## src/rtl/cer_pkg.sv

```systemverilog
package cer_pkg;
  typedef struct packed {
    logic src_filt;
    logic path_async;
    logic int_en;
    logic soc_en;
    logic sync_en;
  } evt_cfg_t;
endpackage

```

## src/rtl/cer_evt_path.sv

```systemverilog
module cer_evt_path (
  input  logic clk,
  input  logic rst,
  input  logic tb_en,
  input  logic evt_raw,
  input  logic evt_filt,
  input  logic frc_stb,
  input  logic src_filt,
  input  logic path_async,
  output logic evt_o
);
  logic ev_sel;
  logic ev_mrg;
  logic ev_q;

  // source choice, then software force merged in
  assign ev_sel = src_filt ? evt_filt : evt_raw;
  assign ev_mrg = ev_sel | frc_stb;

  // retimed copy, advanced only on time-base enable
  always_ff @(posedge clk) begin
    if (rst)        ev_q <= 1'b0;
    else if (tb_en) ev_q <= ev_mrg;
  end

  assign evt_o = path_async ? ev_mrg : ev_q;

  p_hold_r4: assert property (@(posedge clk) disable iff (rst)
    !tb_en |=> $stable(ev_q));
  p_retime_r4: assert property (@(posedge clk) disable iff (rst)
    (tb_en && !path_async) |=> (evt_o == $past(ev_mrg)));
endmodule

```

## src/rtl/cer_edge_gate.sv

```systemverilog
module cer_edge_gate (
  input  logic clk,
  input  logic rst,
  input  logic evt_i,
  input  logic soc_en,
  input  logic sync_en,
  output logic rise_o,
  output logic soc_o,
  output logic sync_o
);
  logic prev_q;
  logic soc_q;
  logic sync_q;

  always_ff @(posedge clk) begin
    if (rst) begin
      prev_q <= 1'b0;
      soc_q  <= 1'b0;
      sync_q <= 1'b0;
    end else begin
      prev_q <= evt_i;
      soc_q  <= rise_o & soc_en;
      sync_q <= rise_o & sync_en;
    end
  end

  assign rise_o = evt_i & ~prev_q;
  assign soc_o  = soc_q;
  assign sync_o = sync_q;

  p_soc_single_r9: assert property (@(posedge clk) disable iff (rst)
    soc_o |=> !soc_o);
  p_soc_gate_r9: assert property (@(posedge clk) disable iff (rst)
    !soc_en |=> !soc_o);
  p_sync_single_r10: assert property (@(posedge clk) disable iff (rst)
    sync_o |=> !sync_o);
  p_sync_gate_r10: assert property (@(posedge clk) disable iff (rst)
    !sync_en |=> !sync_o);
endmodule

```

## src/rtl/cer_flag_latch.sv

```systemverilog
module cer_flag_latch (
  input  logic clk,
  input  logic rst,
  input  logic rise_i,
  input  logic int_en,
  input  logic clr_i,
  output logic flag_o,
  output logic irq_o
);
  logic latch_q;
  logic set_c;

  assign set_c = rise_i & int_en;

  // set has priority over clear
  always_ff @(posedge clk) begin
    if (rst)        latch_q <= 1'b0;
    else if (set_c) latch_q <= 1'b1;
    else if (clr_i) latch_q <= 1'b0;
  end

  assign flag_o = latch_q;
  assign irq_o  = latch_q & int_en;

  p_set_wins_r7: assert property (@(posedge clk) disable iff (rst)
    (rise_i && int_en) |=> flag_o);
  p_clear_r6: assert property (@(posedge clk) disable iff (rst)
    (clr_i && !(rise_i && int_en)) |=> !flag_o);
  p_sticky_r6: assert property (@(posedge clk) disable iff (rst)
    (flag_o && !clr_i) |=> flag_o);
  p_no_set_r5: assert property (@(posedge clk) disable iff (rst)
    (!flag_o && !rise_i) |=> !flag_o);
endmodule

```

## src/rtl/cmp_evt_router.sv

```systemverilog
module cmp_evt_router #(
  parameter int N_EVT = 2
) (
  input  logic             clk,
  input  logic             rst,
  input  logic             tb_en,
  input  logic [N_EVT-1:0] evt_raw,
  input  logic [N_EVT-1:0] evt_filt,
  input  logic [N_EVT-1:0] frc_stb,
  input  logic [N_EVT-1:0] clr_stb,
  input  logic [N_EVT-1:0] src_filt,
  input  logic [N_EVT-1:0] path_async,
  input  logic [N_EVT-1:0] int_en,
  input  logic [N_EVT-1:0] soc_en,
  input  logic [N_EVT-1:0] sync_en,
  output logic [N_EVT-1:0] force_o,
  output logic [N_EVT-1:0] flag_o,
  output logic [N_EVT-1:0] irq_o,
  output logic [N_EVT-1:0] soc_o,
  output logic [N_EVT-1:0] sync_o
);
  import cer_pkg::*;

  for (genvar g = 0; g < N_EVT; g++) begin : g_lane
    evt_cfg_t cfg;
    logic     evt_w;
    logic     rise_w;

    assign cfg = '{src_filt:   src_filt[g],
                   path_async: path_async[g],
                   int_en:     int_en[g],
                   soc_en:     soc_en[g],
                   sync_en:    sync_en[g]};

    cer_evt_path u_path (
      .clk        (clk),
      .rst        (rst),
      .tb_en      (tb_en),
      .evt_raw    (evt_raw[g]),
      .evt_filt   (evt_filt[g]),
      .frc_stb    (frc_stb[g]),
      .src_filt   (cfg.src_filt),
      .path_async (cfg.path_async),
      .evt_o      (evt_w)
    );

    cer_edge_gate u_edge (
      .clk     (clk),
      .rst     (rst),
      .evt_i   (evt_w),
      .soc_en  (cfg.soc_en),
      .sync_en (cfg.sync_en),
      .rise_o  (rise_w),
      .soc_o   (soc_o[g]),
      .sync_o  (sync_o[g])
    );

    cer_flag_latch u_latch (
      .clk    (clk),
      .rst    (rst),
      .rise_i (rise_w),
      .int_en (cfg.int_en),
      .clr_i  (clr_stb[g]),
      .flag_o (flag_o[g]),
      .irq_o  (irq_o[g])
    );

    assign force_o[g] = evt_w;
  end

  p_reset_clear_r11: assert property (@(posedge clk)
    rst |=> (flag_o == '0 && soc_o == '0 && sync_o == '0));
endmodule

```

## config.mk

```make
export PLATFORM = sky130hd
export DESIGN_NAME = cmp_evt_router
export DESIGN_NICKNAME = d
export VERILOG_FILES = /design/src/rtl/cer_pkg.sv /design/src/rtl/cer_evt_path.sv /design/src/rtl/cer_edge_gate.sv /design/src/rtl/cer_flag_latch.sv /design/src/rtl/cmp_evt_router.sv
export SDC_FILE = /design/constraint.sdc
export NUM_CORES = 1
export LEC_CHECK = 0
export BUFFER_PORTS_ARGS = -buffer_cell sky130_fd_sc_hd__buf_2
export CAP_MARGIN = 0
export CORE_MARGIN = 2
export CORE_UTILIZATION = 37
export DETAILED_ROUTE_END_ITERATION = 6
export PLACE_DENSITY_LB_ADDON = 0.1
export SETUP_SLACK_MARGIN = 0.2
export SLEW_MARGIN = 20
export SYNTH_ARGS = -nofsm -noshare
export SYNTH_HDL_FRONTEND = slang
export SYNTH_SLANG_ARGS = --single-unit
export TNS_END_PERCENT = 20
```

## constraint.sdc

```tcl
create_clock -name clk -period 1.17 [get_ports clk]
set_input_delay 0.234 -clock clk [delete_from_list [all_inputs] [get_ports clk]]
set_output_delay 0.234 -clock clk [all_outputs]
set_load 0.005 [all_outputs]
```

After elaboration in Yosys (flattened, before gate mapping)

Cells that the tools add are included.

Mux-type cells: 8
Bitwise gates (word level): 14
Reduce and logical (&&, ||, !) cells: 2

Operator list:

| kind               | number |
|---|---|
| AND 1 bit          | 10 |
| 2-to-1 mux 1 bit   | 8 |
| nonzero test 2 bit | 2 |
| inverter 1 bit     | 2 |
| OR 1 bit           | 2 |

Register bits after elaboration: 10
Input port bits: 21
Output and inout port bits: 10
Word-level logic and storage cells: 34

Depth between registers and ports, before layout

Word-level depth: 6
Gate-level depth with buffers: 4
Gate-level depth less buffers: 3

Hierarchy

A second synthesis with hierarchy kept.

Cells, all modules: 40
Area, all modules: 420.4 um^2

By module, submodules not included:

| module         | instances | cells each | area an instance (um^2) | seq. area each (um^2) |
|---|---|---|---|---|
| cer_edge_gate  | 2         | 7          | 101.3                   | 60.1 |
| cer_evt_path   | 2         | 7          | 56.3                    | 20.0 |
| cer_flag_latch | 2         | 5          | 45.0                    | 20.0 |
| cmp_evt_router | 1         | 2          | 15.0                    | 0.0 |

Worst setup path before layout

OpenSTA, ideal clock, no wires.

Path kind: input-to-output
Start: input port src_filt[0]
End: output port force_o[0]
Arrival: 0.912 ns
Required time: 0.936 ns
Setup slack: 0.024 ns
Stages on the path: 4
Buffers on the path: 1
Cell sequence: mux2_4 o22ai_4 inv_1 buf_4

Longest elaborated chain between the ends: 3

Ends and longest elaborated chain:

| element            | line                 | RTL |
|---|---|---|
| start: declaration | cmp_evt_router.sv:11 | `input logic [N_EVT-1:0] src_filt,` |
| 2-to-1 mux 1 bit   | cer_evt_path.sv:17   | `assign ev_sel = src_filt ? evt_filt : evt_raw;` |
| OR 1 bit           | cer_evt_path.sv:18   | `assign ev_mrg = ev_sel \| frc_stb;` |
| 2-to-1 mux 1 bit   | cer_evt_path.sv:26   | `assign evt_o = path_async ? ev_mrg : ev_q;` |
| end: declaration   | cmp_evt_router.sv:16 | `output logic [N_EVT-1:0] force_o,` |

No other way between the ends.

Worst setup path after layout

Start: register g_lane[1].u_path.ev_q
End: output port force_o[1]

Longest elaborated chain between the ends: 1

Ends and longest elaborated chain:

| element                  | line               | RTL |
|---|---|---|
| start: declaration       | cer_evt_path.sv:14 | `logic ev_q;` |
| start signal: assignment | cer_evt_path.sv:23 | `else if (tb_en) ev_q <= ev_mrg;` |
| 2-to-1 mux 1 bit         | cer_evt_path.sv:26 |  |

No other way between the ends.

==> results.tsv <==
metric	value	unit
outcome	completed	
antenna violations before repair	0	
largest area contributor in the netlist	dfxtp_1	
Buf+Inv Stages, Crit Path	2	
Startpoint Class	flip-flop	
CTS tree	yes	
synth warn	0	
final net count	105	
die width	42.6	um
RSZ-0062 raised after global routing	true	
type of the worst setup path	reg2out	
maxcap violations	0	
Reg-to-Reg Start	g_lane[1].u_path.ev_q	
gr ovfl total	0	
H-tree depth	1	
met2 global-route usage	16.0	%
Yosys cell types	16	
Via density	4.53	
share of cells above drive strength 1	64.6	%
global routing usage on met3	4.31	%
Rows	13	
drt wl/cell	9.58	um
Yosys reg bits	10	
Vias	439	
CP max stage delay	350	ps
Critical Path Sink Type	output pin	
CP Cell Sequence	o22ai_4 -> inv_2 -> buf_6	
RD Place Congestion	0.785	
pin count of the biggest net entering global routing	10	
register area share after synthesis	36.4	%
Setup violations, final	0	
Syn Area/Cell	10.2	sq um
min Tclk post-route	1160	ps
full die area	1810	sq um
Max Freq	0.865	GHz
Max clock buf depth	2	
share of the synthesized area in the top cell type	36.4	%
clk_skew	0.321	ps
static leakage	0.356	nW
Die H	42.6	um
Clock Latency Late Sink	250	ps
VDD IR max	412	uV
Layout Area Growth over Synthesis	32.5	%
first-pass GRT wire length	1460	um
largest cells by area after synthesis	dfxtp_1 (36%), buf_4 (14%), nor4b_2 (8.2%)	
GRT Resource Usage Total	11.3	%
Mapped Area	551	sq um
CTS buffer count	3	
met1 Use GR	13.2	%
Total Wirelength	929	um
Starting Density	40.8	%
synth cell count leaders	buf_4 (10), dfxtp_1 (10), nor2_1 (8), inv_1 (3), nor4b_2 (3)	
GR peak layer	met2	
Syn Inst Count	54	
count of pins over their slew limit	0	
Synth Flop Type	dfxtp_1	
Final period util	98.9	%
Post-Layout Cell Count	97	
first drt pass iteration count	4	
Crit Path Max Fanout	2	
CP max stage cell	dfxtp_4	
Reg clk slew, reported paths	60	ps
worst hold start	tb_en	
syn nets	75	
total power	0.781	mW
post-layout util	54.0	%
clock root cell	clkbuf_4	
Crit path max-delay family	flip-flops	
CP startpoint	g_lane[1].u_path.ev_q	
post-route ant nets	0	
# IOs	31	
vias in the first global route	372	
ANT cells	0	
Slew HR	84.8	%
number of flops mapped to enable cells by yosys	0	
Tightest Pin Transition	228	ps
worst hold-check path type	in2reg	
Synth async-reset ratio	0	%
Power per Cell Area	1070	nW/um^2
PortBufs	30	
Required @ worst endpoint	940	ps
DR DRC count	0	
Initial DRC Count	4	
core area	1350	sq um
Sink Count	10	
Final Hold Viols	0	
CP arrival	920	ps
dpl hpwl	759	um
DP Cell Count	92	
-- placed cells by master, fill, tap and decap left out --
cell type  netlist  routed
buf_2            1      28
nor2_1           8       8
dfxtp_1         10       6
buf_4           10       6
inv_1            3       3
nor4b_2          3       3
clkbuf_4         0       3
mux2_4           2       2
nand2b_1         2       2
o22ai_4          2       2
and2_1           2       2
inv_2            2       2
o2111ai_1        2       2
nand3b_1         2       2
o21ai_1          2       2
a211oi_1         2       2
dfxtp_2          0       2
dfxtp_4          0       2
buf_6            0       2
nor4b_4          1       1
-- worst register-to-register path, cell delays in order (launching register included) --
cell	delay, ps
dfxtp_4	360
o22ai_4	70
buf_4	150
nor4b_2	210
-- cell type report --
| cell class | count | area, sq um |
|---|---|---|
| timing repair buffer | 36 | 208 |
| multi-input combinational | 28 | 251 |
| fill | 129 | 621 |
| clock buffer | 3 | 22.5 |
| tap | 15 | 18.8 |
| inverter | 5 | 18.8 |
| sequential | 10 | 210 |
-- sequential cells by signal, indices dropped and copies added (netlist names) --
name and cells:
g_lane.u_edge.soc_o 2, g_lane.u_edge.prev_q 2, g_lane.u_path.ev_q 2, g_lane.u_edge.sync_o 2, g_lane.u_latch.flag_o 2
-- final timing paths --
path	to	slack [ps]	depth (start not counted)
worst max-delay path	force_o[1]	10	3
worst min register to register	g_lane[1].u_latch.flag_o	480	2
worst max register to register	g_lane[1].u_edge.soc_o	300	3
worst min-delay path	g_lane[0].u_path.ev_q	190	2
-- metal layers --
metal / vias up / wire length (um)
met3: 2 / 105
met5: - / 0
met2: 24 / 426
met4: 0 / 12
li1: 231 / -
met1: 182 / 384
-- stage by stage --
step,hold WS [ps],setup WS (ps),cell area (sq um),setup TNS [ps]
after global routing,196,-15.4,729,-26.7
after CTS,179,-0.417,729,-0.417
after floorplan,330,50.4,551,0
after global placement,465,-10.1,669,-10.1
after detailed placement,466,-11.7,669,-11.7
final,186,13.3,729,0
-- where the power goes --
group / switching (mW) / leakage (nW) / internal [mW]
clock: 0.104 / 0.0138 / 0.118
combinational: 0.0713 / 0.258 / 0.108
sequential: 0.0166 / 0.0845 / 0.364
total: 0.191 / 0.356 / 0.590
-- cell families after synthesis --
kind of cell / Yosys count / synth area share (%)
simple gates: 18 / 25.2
buf+inv: 16 / 18.0
flops: 10 / 36.4
compound gates: 8 / 15.0
mux: 2 / 5.45
-- what timing repair did --
item,CTS,global route
endpoints found under the setup margin,5,4
gates resized for setup,8,0
setup buffers,2,0
hold buffers,0,0
pin swaps,4,3
Power figures use the tool's default switching activity.
